==> src/rtl/sbs_pkg.sv <==
package sbs_pkg;
    typedef enum logic [3:0] {
        ST_IDLE,
        ST_S0,
        ST_S1,
        ST_S2,
        ST_S3,
        ST_S4,
        ST_SW,
        ST_S5,
        ST_S6,
        ST_S7
    } bus_state_t;
endpackage

==> src/rtl/sbs_ack_sync.sv <==
module sbs_ack_sync #(
    parameter int STAGES = 2
) (
    input  logic clk,
    input  logic rst_n,
    input  logic async_n,
    output logic seen
);
    logic [STAGES-1:0] chain;

    always_ff @(posedge clk or negedge rst_n) begin
        if (!rst_n) chain <= '1;
        else        chain <= {chain[STAGES-2:0], async_n};
    end

    assign seen = !chain[STAGES-1];
endmodule

==> src/rtl/sbs_phase_ctr.sv <==
module sbs_phase_ctr #(
    parameter int CLKS_PER_STATE = 2
) (
    input  logic clk,
    input  logic rst_n,
    input  logic run,
    output logic last,
    output logic penult
);
    localparam int CW = (CLKS_PER_STATE > 1) ? $clog2(CLKS_PER_STATE) : 1;
    localparam logic [CW-1:0] LAST_V = CW'(CLKS_PER_STATE - 1);
    localparam logic [CW-1:0] PEN_V  = CW'(CLKS_PER_STATE - 2);

    logic [CW-1:0] cnt;

    always_ff @(posedge clk or negedge rst_n) begin
        if (!rst_n)       cnt <= '0;
        else if (!run)    cnt <= '0;
        else if (last)    cnt <= '0;
        else              cnt <= cnt + 1'b1;
    end

    assign last   = (cnt == LAST_V);
    assign penult = (cnt == PEN_V);
endmodule

==> src/rtl/strobe_bus_seq.sv <==
module strobe_bus_seq
    import sbs_pkg::*;
#(
    parameter int AW = 16,
    parameter int DW = 8,
    parameter int CLKS_PER_STATE = 2,
    parameter int SYNC_STAGES = 2
) (
    input  logic          clk,
    input  logic          rst_n,
    input  logic          req_valid,
    input  logic          req_write,
    input  logic [AW-1:0] req_addr,
    input  logic [DW-1:0] req_wdata,
    output logic          req_ready,
    output logic          done,
    output logic [DW-1:0] rdata,
    output logic [AW-1:0] bus_addr,
    output logic [DW-1:0] bus_dout,
    output logic          bus_doe,
    input  logic [DW-1:0] bus_din,
    output logic          as_n,
    output logic          ds_n,
    output logic          bus_rw,
    input  logic          dtack_n
);
    bus_state_t state, state_nx;
    logic          st_last, st_pen, ack_s, ack_q, wr_q;
    logic [AW-1:0] addr_q;

    sbs_ack_sync #(.STAGES(SYNC_STAGES)) u_sync (
        .clk(clk), .rst_n(rst_n), .async_n(dtack_n), .seen(ack_s)
    );

    sbs_phase_ctr #(.CLKS_PER_STATE(CLKS_PER_STATE)) u_phase (
        .clk(clk), .rst_n(rst_n), .run(state != ST_IDLE),
        .last(st_last), .penult(st_pen)
    );

    // next-state logic
    always_comb begin
        state_nx = state;
        unique case (state)
            ST_IDLE: if (req_valid) state_nx = ST_S0;
            ST_S0:   if (st_last) state_nx = ST_S1;
            ST_S1:   if (st_last) state_nx = ST_S2;
            ST_S2:   if (st_last) state_nx = ST_S3;
            ST_S3:   if (st_last) state_nx = ST_S4;
            ST_S4, ST_SW:
                     if (st_last) state_nx = ack_q ? ST_S5 : ST_SW;
            ST_S5:   if (st_last) state_nx = ST_S6;
            ST_S6:   if (st_last) state_nx = ST_S7;
            ST_S7:   if (st_last) state_nx = ST_IDLE;
            default: state_nx = ST_IDLE;
        endcase
    end

    // state register and datapath registers
    always_ff @(posedge clk or negedge rst_n) begin
        if (!rst_n) begin
            state    <= ST_IDLE;
            wr_q     <= 1'b0;
            addr_q   <= '0;
            bus_addr <= '0;
            bus_dout <= '0;
            rdata    <= '0;
            ack_q    <= 1'b0;
            done     <= 1'b0;
        end else begin
            state <= state_nx;
            done  <= (state == ST_S7) && st_last;
            if (state == ST_IDLE) begin
                ack_q <= 1'b0;
                if (req_valid) begin
                    wr_q     <= req_write;
                    addr_q   <= req_addr;
                    bus_dout <= req_wdata;
                end
            end
            if (state == ST_S0 && st_last) bus_addr <= addr_q;
            if ((state == ST_S4 || state == ST_SW) && st_pen) ack_q <= ack_s;
            if (state == ST_S6 && st_last && !wr_q) rdata <= bus_din;
        end
    end

    // strobe and direction decode
    always_comb begin
        as_n    = 1'b1;
        ds_n    = 1'b1;
        bus_rw  = 1'b1;
        bus_doe = 1'b0;
        unique case (state)
            ST_IDLE, ST_S0, ST_S1: ;
            ST_S2: begin
                as_n   = 1'b0;
                bus_rw = !wr_q;
            end
            ST_S3: begin
                as_n    = 1'b0;
                bus_rw  = !wr_q;
                bus_doe = wr_q;
            end
            ST_S4, ST_SW, ST_S5, ST_S6: begin
                as_n    = 1'b0;
                ds_n    = 1'b0;
                bus_rw  = !wr_q;
                bus_doe = wr_q;
            end
            ST_S7: bus_rw = !wr_q;
            default: ;
        endcase
    end

    assign req_ready = (state == ST_IDLE);

    AST_DS_WITHIN_AS: assert property (@(posedge clk) disable iff (!rst_n)
        !ds_n |-> !as_n);
    AST_STROBES_RELEASE_TOGETHER: assert property (@(posedge clk) disable iff (!rst_n)
        $rose(as_n) |-> $rose(ds_n));
    AST_ADDR_HELD: assert property (@(posedge clk) disable iff (!rst_n)
        (!as_n && $past(!as_n)) |-> $stable(bus_addr));
    AST_DRIVE_ONLY_WRITE: assert property (@(posedge clk) disable iff (!rst_n)
        bus_doe |-> !bus_rw);
    AST_DONE_SINGLE: assert property (@(posedge clk) disable iff (!rst_n)
        done |=> !done);
    AST_NO_ACCEPT_BUSY: assert property (@(posedge clk) disable iff (!rst_n)
        !req_ready |-> !done || $past(!req_ready));
endmodule

==> config.mk <==
export PLATFORM = sky130hd
export DESIGN_NAME = strobe_bus_seq
export DESIGN_NICKNAME = d
export VERILOG_FILES = /design/src/rtl/sbs_pkg.sv /design/src/rtl/sbs_ack_sync.sv /design/src/rtl/sbs_phase_ctr.sv /design/src/rtl/strobe_bus_seq.sv
export SDC_FILE = /design/constraint.sdc
export NUM_CORES = 1
export LEC_CHECK = 0
export ABC_CLOCK_PERIOD_IN_PS = 1900
export BUFFER_PORTS_ARGS = -buffer_cell sky130_fd_sc_hd__clkbuf_2
export CORE_MARGIN = 1.5
export CORE_UTILIZATION = 25
export CTS_CLUSTER_SIZE = 30
export DETAILED_ROUTE_END_ITERATION = 12
export GPL_TIMING_DRIVEN = 0
export MAX_ROUTING_LAYER = met4
export SLEW_MARGIN = 0
export SYNTH_ARGS = -nofsm -noshare
export SYNTH_HDL_FRONTEND = slang
export SYNTH_SLANG_ARGS = --single-unit
==> constraint.sdc <==
create_clock -name clk -period 1.9 [get_ports clk]
set_input_delay 0 -clock clk [delete_from_list [all_inputs] [get_ports clk]]
set_output_delay 0 -clock clk [all_outputs]
set_load 0.005 [all_outputs]
After elaboration in Yosys (flattened, before gate mapping) --
Index checks and enable logic that the tools add are counted.
Storage, ports and cells: flip-flop bits (word level) 58, input port bits 37, output and inout port bits 38, logic and storage cells 67
Operators by class: add/subtract/negate cells 1, equality and inequality tests 18, multiplexer cells 19, bitwise logic cells 1, reduce and logical (&&, ||, !) cells 18
Operators by type and width (number):
- $mux 4 | 9
- $pmux 4 s9 | 1
- $eq 4x3->1 const B | 4
- $ne 2x1->1 const B | 8
- $mux 1 | 9
- $reduce_and 9->1 | 1
- $eq 4x2->1 const B | 2
- $eq 4x4->1 const B | 2
- $reduce_or 7->1 | 1
- $reduce_or 6->1 | 1
- $logic_and 1x1->1 | 5
- $reduce_or 5->1 | 1
- $eq 4x1->1 const B | 1
- $logic_not 4->1 | 1
- $reduce_bool 4->1 | 1
- $reduce_or 4->1 | 1
- $logic_not 1->1 | 2
- $ne 2x2->1 const B | 1
- $reduce_and 2->1 | 1
- $reduce_bool 2->1 | 1
- $reduce_or 2->1 | 1
- $add 1x1->1 const B | 1
- $logic_or 1x1->1 | 1
- $not 1->1 | 1

Longest topological paths before layout --
word-level depth 4, mapped depth 6, depth with buffers taken out 4

By module --
A second synthesis with hierarchy kept.
Second synthesis, totals: cell total of the unflattened synthesis 159, area total of the unflattened synthesis 2459.9 µm²
By module, submodules not included:
- strobe_bus_seq | instances 1, cells an instance 153, area an instance 2368.5 µm², seq. area each 1376.3 µm²
- sbs_ack_sync | instances 1, cells an instance 3, area an instance 56.3 µm², seq. area each 52.6 µm²
- sbs_phase_ctr | instances 1, cells an instance 3, area an instance 35.0 µm², seq. area each 25.0 µm²

Worst setup path before layout --
Ideal clock, no wire load.
path type reg-to-reg, start reg state[0], end reg rdata[0], library setup time 125 ps, arrival 1639 ps, required time 1775 ps, path slack 136 ps, stages on the path, launching flop included 6, path buffers 2, period minus slack after synthesis 1764 ps, path through dfrtp_1 -> buf_6 -> or2_4 -> or4_4 -> buf_6 -> mux2_4
On the way: longest elaborated chain between the ends 3
Ends and longest elaborated chain:
- start, declared | line strobe_bus_seq.sv:27 | bus_state_t state, state_nx;
- start signal, assigned | line strobe_bus_seq.sv:70 | state <= state_nx;
- $eq 4x4->1 | line strobe_bus_seq.sv:82 | if (state == ST_S6 && st_last && !wr_q) rdata <= bus_din;
- $logic_and 1x1->1 (2 in series) | line strobe_bus_seq.sv:82
- end signal, assigned | line strobe_bus_seq.sv:82
- end, declared | line strobe_bus_seq.sv:17 | output logic [DW-1:0] rdata,
No other way between the ends. A chain may end at the register's enable or synchronous reset.

Worst setup path after layout --
start reg state[0], end reg rdata[1]
The elaborated chain is that of the path after synthesis.

==> results.ini <==
[grt]
grt_pass1_vias = 1771
grt_pass1_wl_mm = 8.31
antenna_found_initial = 0
groute.usage.overall = 0.114
globalRouteOverflowTotal = 0
grt_max_degree = 59

[setup_path]
critPathLaunchType = flop
cp.required_ns = 2.12
crit_arrival_ns = 2.03
crit_fanout = 8
crit_path_end_kind = flop
path_class = reg2reg

[sta]
fin_skew_ns = 0.0104
max_slew.worst_pin.slew_ns = 0.798
slew_headroom = 0.468
min_period_over_period = 0.951
post-route-min-period_ns = 1.81
setup_violations = 0
setup_tns_ns = 0
grt_setup_unrepaired = no
finalHoldViolCount = 0
maxSlewViolCount = 0
maxClockFrequency_mhz = 553
hold-worst-slack_ns = 0.0921

[yosys]
synth.top_cell.area_share = 0.594
syn-mean-instance-area_um2 = 14.9
synth_top_flop_cell = dfrtp_1
yosysWarnings = 0
synth_area_leader_cell = dfrtp_1
synth_cell_type_count = 30
synthCells = 158
yosys_register_bits = 58
synth.area.top_cells = dfrtp_1, mux2_2, mux2_4
synth_edf_count = 0
synth_seq_area_share = 0.616
syn-num-nets = 195
netlist_area_um2 = 2360
async_reset_ff_frac = 1.00
synthMostInstantiatedCell = dfrtp_1
synth_top_cells_by_count = dfrtp_1, mux2_2, mux2_4

[power_and_ir_drop]
p_leak_nw = 1.66
powerDensity_nw_per_um2 = 1540
ir_drop_v = 0.000440

[cells_and_area]
diodes = 0
nFillCells = 920
area_growth_pct = 46.2
drive_gt1_frac = 0.541
multiInputGateArea_um2 = 846
seqCellArea_um2 = 1450
fin_nets = 315
fin_area_um2 = 3450

[place]
hpwl_mm = 3.30
port_buffers = 74
gp_congestion = 0.781
dpl-instance-area_um2 = 2870

[die]
die_x_um = 100
ios = 75
die-height_um = 100
dieArea_um2 = 10000
coreArea_um2 = 9200
start_util = 0.257
rows = 35

[drt]
dr_total_vias = 1674
routedWlPerCell_um = 12.4
routed_wl_mm = 4.90
drt_first_pass_iters = 4
ant_nets = 0
vias_per_cell = 4.25
remaining_drc_errors = 0
drt_iter0_drc = 25

[clocking]
worstSkewPairLatency_ns = 0.33
cts_max_level = 3
numCtsBuffers = 9
clock-sinks = 58
cts-root-buf = clkbuf_8
cts_tree = built
path_clk_slew_ns = 0.07
cts_setup_buffers = 0
ctsLongestPathBuffers = 2

[status]
status = finished clean

[run]
max-cap-violations = 0

[worst_hold_path]
hp-class = in2reg

## placed cells by master, fill, tap and decap left out, types with 2 or more instances in the layout
| cell | instances |
|---|---|
| dlygate4sd3_1 | 35 |
| a31oi_1 | 3 |
| buf_6 | 3 |
| o21ai_0 | 4 |
| clkbuf_2 | 75 |
| bufinv_16 | 2 |
| clkbuf_1 | 2 |
| mux2_2 | 40 |
| a21oi_1 | 2 |
| nor2_1 | 8 |
| clkinv_2 | 2 |
| nand2b_1 | 3 |
| nor2b_1 | 2 |
| nand2_1 | 2 |
| dfrtp_1 | 56 |
| dfstp_2 | 2 |
| clkbuf_8 | 10 |
| xor2_1 | 2 |
| buf_4 | 2 |
| mux2_4 | 9 |
| nor3_1 | 3 |
## metal layers
| layer | vias to the layer above | wire length, um | global-route usage |
|---|---|---|---|
| met4 | 0 | 72 | 0.0488 |
| met5 | - | 0 | - |
| met1 | 835 | 2070 | 0.121 |
| met2 | 43 | 2510 | 0.194 |
| met3 | 9 | 242 | 0.0369 |
| li1 | 787 | - | - |
## power by group
| group | leakage [nW] | switching, W | internal, W | total [W] |
|---|---|---|---|---|
| combinational | 0.853 | 0.000768 | 0.00114 | 0.00191 |
| sequential | 0.696 | 0.000324 | 0.00183 | 0.00215 |
| clock | 0.109 | 0.000480 | 0.000770 | 0.00125 |
## timing repair
item	in CTS	in global routing
endpoints found under the setup margin	20	11
endpoints found under the hold margin	90	0
cloned	0	0
hold buffers	35	0
resized for setup	2	3
## flip-flops by register name (all words and copies together), names as in the netlist, 2 cells and up
signal / flops
bus_dout: 8
u_sync.chain: 2
addr_q: 16
state: 4
rdata: 8
bus_addr: 16
## metrics by stage
step | util | cells | setup WS (ns) | power (W)
6_report | 0.375 | 394 | 0.0932 | 0.00531
3_5_place_dp | 0.312 | 343 | -0.0359 | 0.00405
5_1_grt | 0.375 | 394 | 0.0325 | 0.00572
4_1_cts | 0.375 | 394 | 0.0140 | 0.00540
3_3_place_gp | 0.312 | 343 | -0.0192 | 0.00397
2_1_floorplan | - | 158 | 0.136 | 0.00333
## final cells by class
type	count	area share
flip-flops and latches	58	0.421
multi-input cells	90	0.245
repair buffers	109	0.209
clock buffers	11	0.0410
well taps	111	0.0402
clock inverters	5	0.0225
plain buffers	9	0.0196
inverters	1	0.00109
## cell families after synthesis
kind of cell	count (synthesis)	synth area share
flops	58	0.616
buf+inv	10	0.0281
compound gates	12	0.0302
simple gates	25	0.0625
mux	50	0.252
xor+xnor	3	0.0111
## worst max-delay path, stage by stage, from the launching register on
cell and delay (ns):
dfrtp_1 0.37, buf_6 0.13, or2_4 0.25, or4_4 0.48, buf_6 0.16, mux2_4 0.30
## worst paths after layout
| kind | from | end | slack, ns | cells after the start |
|---|---|---|---|---|
| min in group asynchronous | rst_n | rdata[4] | 0.32 | 2 |
| worst min-delay path | req_valid | bus_dout[2] | 0.09 | 3 |
| worst min register to register | u_sync.chain[0] | u_sync.chain[1] | 0.36 | 0 |
| max in group asynchronous | rst_n | addr_q[6] | 1.05 | 2 |
| worst max-delay path | state[0] | rdata[1] | 0.09 | 5 |
| worst max register to register | state[0] | rdata[1] | 0.09 | 5 |
Power figures use the tool's default switching activity.
